===== src/rtl/sio_pkg.sv =====
package sio_pkg;

  typedef enum logic {
    MODE_SHIFT = 1'b0,
    MODE_COUNT = 1'b1
  } sio_mode_e;

endpackage


===== src/rtl/sio_cycle_timer.sv =====
module sio_cycle_timer #(
  parameter int CYC_DIV = 4
) (
  input  logic clk,
  input  logic rst_n,
  output logic tick,
  output logic cyc_clk
);
  localparam int PW = (CYC_DIV > 2) ? $clog2(CYC_DIV) : 1;
  localparam logic [PW-1:0] LAST = PW'(CYC_DIV - 1);
  localparam logic [PW-1:0] HALF = PW'(CYC_DIV / 2);

  logic [PW-1:0] phase_q, phase_d;

  always_comb begin
    if (phase_q == LAST) phase_d = '0;
    else                 phase_d = phase_q + 1'b1;
  end

  always_ff @(posedge clk or negedge rst_n) begin
    if (!rst_n) phase_q <= '0;
    else        phase_q <= phase_d;
  end

  assign tick    = (phase_q == LAST);
  assign cyc_clk = (phase_q < HALF);
endmodule


===== src/rtl/sio_si_qualifier.sv =====
module sio_si_qualifier #(
  parameter int SYNC_STAGES = 2,
  parameter int MIN_LOW     = 2
) (
  input  logic clk,
  input  logic rst_n,
  input  logic si,
  input  logic tick,
  output logic si_s,
  output logic fall_ev
);
  localparam int LCW = $clog2(MIN_LOW + 1);
  localparam logic [LCW-1:0] LC_LAST = LCW'(MIN_LOW - 1);
  localparam logic [LCW-1:0] LC_SAT  = LCW'(MIN_LOW);

  logic [SYNC_STAGES-1:0] sync_q;

  always_ff @(posedge clk or negedge rst_n) begin
    if (!rst_n) sync_q[0] <= 1'b0;
    else        sync_q[0] <= si;
  end

  for (genvar g = 1; g < SYNC_STAGES; g++) begin : g_sync
    always_ff @(posedge clk or negedge rst_n) begin
      if (!rst_n) sync_q[g] <= 1'b0;
      else        sync_q[g] <= sync_q[g-1];
    end
  end

  assign si_s = sync_q[SYNC_STAGES-1];

  logic [LCW-1:0] low_q, low_d;
  logic           armed_q, armed_d;
  logic           ev;

  always_comb begin
    low_d   = low_q;
    armed_d = armed_q;
    ev      = 1'b0;
    if (tick) begin
      if (si_s) begin
        low_d   = '0;
        armed_d = 1'b1;
      end else begin
        if (low_q != LC_SAT) low_d = low_q + 1'b1;
        if (armed_q && (low_q == LC_LAST)) begin
          ev      = 1'b1;
          armed_d = 1'b0;
        end
      end
    end
  end

  always_ff @(posedge clk or negedge rst_n) begin
    if (!rst_n) begin
      low_q   <= '0;
      armed_q <= 1'b0;
    end else if (tick) begin
      low_q   <= low_d;
      armed_q <= armed_d;
    end
  end

  assign fall_ev = ev;
endmodule


===== src/rtl/sio_data_reg.sv =====
module sio_data_reg #(
  parameter int W = 4
) (
  input  logic         clk,
  input  logic         rst_n,
  input  logic         count_mode,
  input  logic         tick,
  input  logic         dec_ev,
  input  logic         shift_in,
  input  logic         load,
  input  logic [W-1:0] load_val,
  output logic [W-1:0] q
);
  logic [W-1:0] q_d;
  logic         q_en;

  always_comb begin
    q_d  = q;
    q_en = 1'b0;
    if (load) begin
      q_d  = load_val;
      q_en = 1'b1;
    end else if (count_mode) begin
      if (dec_ev) begin
        q_d  = q - 1'b1;
        q_en = 1'b1;
      end
    end else if (tick) begin
      q_d  = {q[W-2:0], shift_in};
      q_en = 1'b1;
    end
  end

  always_ff @(posedge clk or negedge rst_n) begin
    if (!rst_n)    q <= '0;
    else if (q_en) q <= q_d;
  end
endmodule


===== src/rtl/sio_shift_counter.sv =====
module sio_shift_counter
  import sio_pkg::*;
#(
  parameter int W           = 4,
  parameter int CYC_DIV     = 4,
  parameter int MIN_LOW     = 2,
  parameter int SYNC_STAGES = 2
) (
  input  logic         clk,
  input  logic         rst_n,
  input  logic         mode_cnt,
  input  logic         so_en,
  input  logic         si,
  input  logic         xchg,
  input  logic [W-1:0] acc_in,
  input  logic         carry_in,
  output logic [W-1:0] sio_q,
  output logic         so,
  output logic         sk
);
  logic      tick, cyc_clk, si_s, cnt_ev;
  logic      skl_q, skl_d;
  sio_mode_e mode;

  assign mode = sio_mode_e'(mode_cnt);

  sio_cycle_timer #(.CYC_DIV(CYC_DIV)) u_timer (
    .clk(clk), .rst_n(rst_n), .tick(tick), .cyc_clk(cyc_clk)
  );

  sio_si_qualifier #(.SYNC_STAGES(SYNC_STAGES), .MIN_LOW(MIN_LOW)) u_qual (
    .clk(clk), .rst_n(rst_n), .si(si), .tick(tick),
    .si_s(si_s), .fall_ev(cnt_ev)
  );

  sio_data_reg #(.W(W)) u_reg (
    .clk(clk), .rst_n(rst_n), .count_mode(mode == MODE_COUNT),
    .tick(tick), .dec_ev(cnt_ev), .shift_in(si_s),
    .load(xchg), .load_val(acc_in), .q(sio_q)
  );

  always_comb begin
    skl_d = skl_q;
    if (xchg) skl_d = carry_in;
  end

  always_ff @(posedge clk or negedge rst_n) begin
    if (!rst_n) skl_q <= 1'b1;
    else        skl_q <= skl_d;
  end

  always_comb begin
    unique case (mode)
      MODE_COUNT: begin
        so = so_en;
        sk = skl_q;
      end
      default: begin
        so = so_en & sio_q[W-1];
        sk = skl_q & cyc_clk;
      end
    endcase
  end
endmodule


===== config.mk =====
export PLATFORM = sky130hd
export DESIGN_NAME = sio_shift_counter
export DESIGN_NICKNAME = d
export VERILOG_FILES = /design/src/rtl/sio_pkg.sv /design/src/rtl/sio_cycle_timer.sv /design/src/rtl/sio_si_qualifier.sv /design/src/rtl/sio_data_reg.sv /design/src/rtl/sio_shift_counter.sv
export SDC_FILE = /design/constraint.sdc
export NUM_CORES = 1
export LEC_CHECK = 0
export BUFFER_PORTS_ARGS = -buffer_cell sky130_fd_sc_hd__buf_2
export CORE_MARGIN = 2
export CORE_UTILIZATION = 45
export CTS_BUF_LIST = sky130_fd_sc_hd__clkbuf_16
export DETAILED_ROUTE_END_ITERATION = 6
export PLACE_DENSITY = 0.7
export SLEW_MARGIN = 20
export SYNTH_ARGS = -nofsm -noshare
export SYNTH_HDL_FRONTEND = slang
export SYNTH_SLANG_ARGS = --single-unit

===== constraint.sdc =====
create_clock -name clk -period 4.4 [get_ports clk]
set_clock_uncertainty 0.1 [all_clocks]
set_input_delay 0.88 -clock clk [delete_from_list [all_inputs] [get_ports clk]]
set_output_delay 0.88 -clock clk [all_outputs]
set_load 0.01 [all_outputs]

==> metrics.md <==
| Metric | Value |
|---|---|
| Routed WL | `1230 microns` |
| Die X | `41.6 microns` |
| Global route overflow | `0` |
| H-tree depth | `1` |
| CP Buf/Inv Count | `3` |
| Layout cells sized above 1 | `26.2%` |
| Reg-to-reg endpoint | `u_reg.q[1]` |
| # hold bufs at CTS | `0` |
| CTS Buf Count | `3` |
| Syn avg cell area | `9.63 sq um` |
| Number of buffers added for setup after CTS | `0` |
| Largest net degree at the start of global routing | `13` |
| RR Startpoint | `u_timer.phase_q[0]` |
| Worst reg2reg path depth | `5` |
| Area delta synth->final | `25.4%` |
| Top Ports | `17` |
| Seq/Total Area, Yosys | `47.4%` |
| ANT cells | `0` |
| Total GRT Usage | `16.1%` |
| Pins Over Slew Limit | `0` |
| Die area | `1730 sq um` |
| Yosys top cell area share | `43.3%` |
| Worst Hold Class | `flop to flop` |
| # setup viols final | `0` |
| Max Buffers Root-to-Sink | `2` |
| Hold Crit Depth | `0` |
| Yosys top cell by area | `dfrtp_1` |
| Clock sink count | `12` |
| Worst-path clk slew | `0.04 ns` |
| Slew @ Worst Pin | `0.276 ns` |
| Final cycle utilization of the critical path | `55.0%` |
| VDD IR-drop max | `0.320 mV` |
| Vias per cell | `5.32` |
| Vias in the first global route | `509` |
| Yosys cell types | `24` |
| Max-slew headroom | `81.6%` |
| Gate power share | `17.2%` |
| Root buffer cell | `clkbuf_16` |
| Fin nets | `100` |
| Crit-path cells | `buf_2, inv_1, a21boi_0, buf_2` |
| Max Fclk | `414 MHz` |
| Worst-Skew Late Latency | `0.24 ns` |
| Sw Ratio | `25.5%` |
| Vias | `527` |
| Site Rows | `13` |
| Pleak | `0.386 nW` |
| YS warnings | `0` |
| Filler cells | `117` |
| Initial Utilization | `48.2%` |
| Port Buffers | `16` |
| Detailed Route Iter0 Violations | `10` |
| Crit path kind | `input port to primary output` |
| Most common cell after layout, fill and taps aside | `buf_2` |
| CTS resizes | `0` |
| RSZ-0062 raised after global routing | `false` |
| Most used cell, CP | `buf_2` |
| Min-delay src | `u_qual.sync_q[0]` |
| Core ar. | `1320 sq um` |
| Mapped Nets | `81` |
| Number of synthesized register bits | `12` |
| DRC Markers | `0` |
| Crit-path leading delay family | `buffers and inverters` |
| Worst Setup Start Kind | `input port` |
| First-pass GRT wire length | `2110 microns` |
| Crit. path cell count | `4` |
| Crit Path Max Fanout | `12` |
| TritonCTS clock tree | `done` |
| Global placer's final weighted congestion | `0.799` |
| Die H | `41.6 microns` |
| Netlist Area Pre-Place | `636 sq um` |
| Total design power | `373 uW` |
| Cells after Synth | `66` |
| FF-to-FF setup slack | `2.82 ns` |
| Initial antenna violation count | `0` |
| P_int | `278 uW` |
| Hold EP | `u_qual.si_s` |
| PwrDens | `469 nW/um^2` |
| DRT antenna net count | `0` |
| Psw | `95.4 uW` |
| Crit path DAT | `1.44 ns` |
| Synth area leaders | `dfrtp_1, ha_1, a21oi_1, nor2_1, inv_1` |
| Most frequent cells in the layout | `buf_2, dfrtp_1, nor2_1, inv_1, a21oi_1` |
| Worst Path Required | `3.42 ns` |
| Worst Setup End Kind | `primary output` |
| DRT Pass-1 Iters | `4` |
| Status | `completed` |
| Total negative slack | `0 ns` |
| Final hold vios | `0` |
| Period minus WS final | `2.42 ns` |
| Worst path slowest cell | `buf_2` |
| Slowest stage delay, CP | `0.20 ns` |
| Max-cap violations | `0` |
| Routed length per instance | `12.4 microns` |
| DP HPWL | `908 microns` |
| Power share of the clock group | `44.2%` |
| Seq pwr share | `38.6%` |
## state kept, by name (all words and copies together), names as in the netlist
name and flops:
u_qual.armed_q 1, u_reg.q 4, u_qual.si_s 1, u_timer.phase_q 2, u_qual.sync_q 1, u_qual.low_q 2, skl_q 1
## worst register-to-register path, stage by stage (launching register included)
cell     delay [ns]
dfrtp_1        0.34
ha_1           0.32
inv_1          0.13
o21ai_2        0.25
mux2i_1        0.25
a21oi_1        0.09
## metrics by stage
step / setup WS (ns) / hold WS, ns / std cells / util, % / cell area [sq um]
CTS: 1.97 / 0.247 / 99 / 60.5 / 797
finish: 1.98 / 0.246 / 99 / 60.5 / 797
global route: 1.91 / 0.247 / 99 / 60.5 / 797
global placement: 1.98 / 0.234 / 95 / 54.5 / 718
floorplan: 2.12 / 0.231 / 66 / - / 636
detailed placement: 1.98 / 0.241 / 95 / 54.5 / 718
## Yosys cell counts
library cell,number
ha_1,4
nand2_1,3
o21ai_2,1
xnor2_1,1
mux2i_1,2
clkbuf_2,1
nand4b_1,1
inv_1,8
buf_6,1
o21ai_0,2
o21ai_1,3
dfstp_2,1
a21boi_0,1
a21oi_1,7
nand2b_1,1
a22o_1,1
or4b_1,1
mux2_2,1
nor2_1,9
o21a_1,1
dfrtp_1,11
a31oi_1,1
a41o_1,1
o22ai_1,3
## power groups by stage
stage	Sequential (mW)	Combinational (mW)	Clock, mW
6_report	0.144	0.0641	0.165
5_1_grt	0.147	0.0733	0.176
4_1_cts	0.144	0.0644	0.169
3_5_place_dp	0.146	0.0640	0
3_3_place_gp	0.144	0.0620	0
2_1_floorplan	0.143	0.0431	0
## area by class of cell
cell class,count,area [sq um],share of cell area [%]
Clock buffer,3,75.1,9.42
Clock inverter,1,3.75,0.471
Multi-Input combinational cell,44,288,36.1
Timing Repair Buffer,16,80.1,10.0
Inverter,8,30.0,3.77
Tap cell,15,18.8,2.35
Sequential cell,12,302,37.8
## worst max path at each step
stage	slack (ns)	from	to
floorplan	2.12	mode_cnt	sk
global placement	1.98	mode_cnt	sk
detailed placement	1.98	mode_cnt	sk
CTS	1.97	mode_cnt	sk
global route	1.91	mode_cnt	sk
finish	1.98	mode_cnt	sk
## layer usage
layer | GRT usage [%] | share of wire (%) | wire [microns]
met5 | 0 | 0 | 0
met4 | 7.74 | 1.1 | 14
met2 | 26.3 | 47 | 584
met1 | 19.0 | 46 | 568
met3 | 5.22 | 5.3 | 65
## logic make-up after synthesis
group	Yosys count	synth area share [%]
AO/OA/AOI/OAI	21	20.1
AND/OR/NAND/NOR	15	11.0
flip-flops	12	47.4
buffers and inverters	10	7.28
adder cells (fa/ha/maj)	4	7.87
multiplexers	3	4.92
XOR/XNOR	1	1.38
No activity file was read; power rests on OpenSTA's default activity.
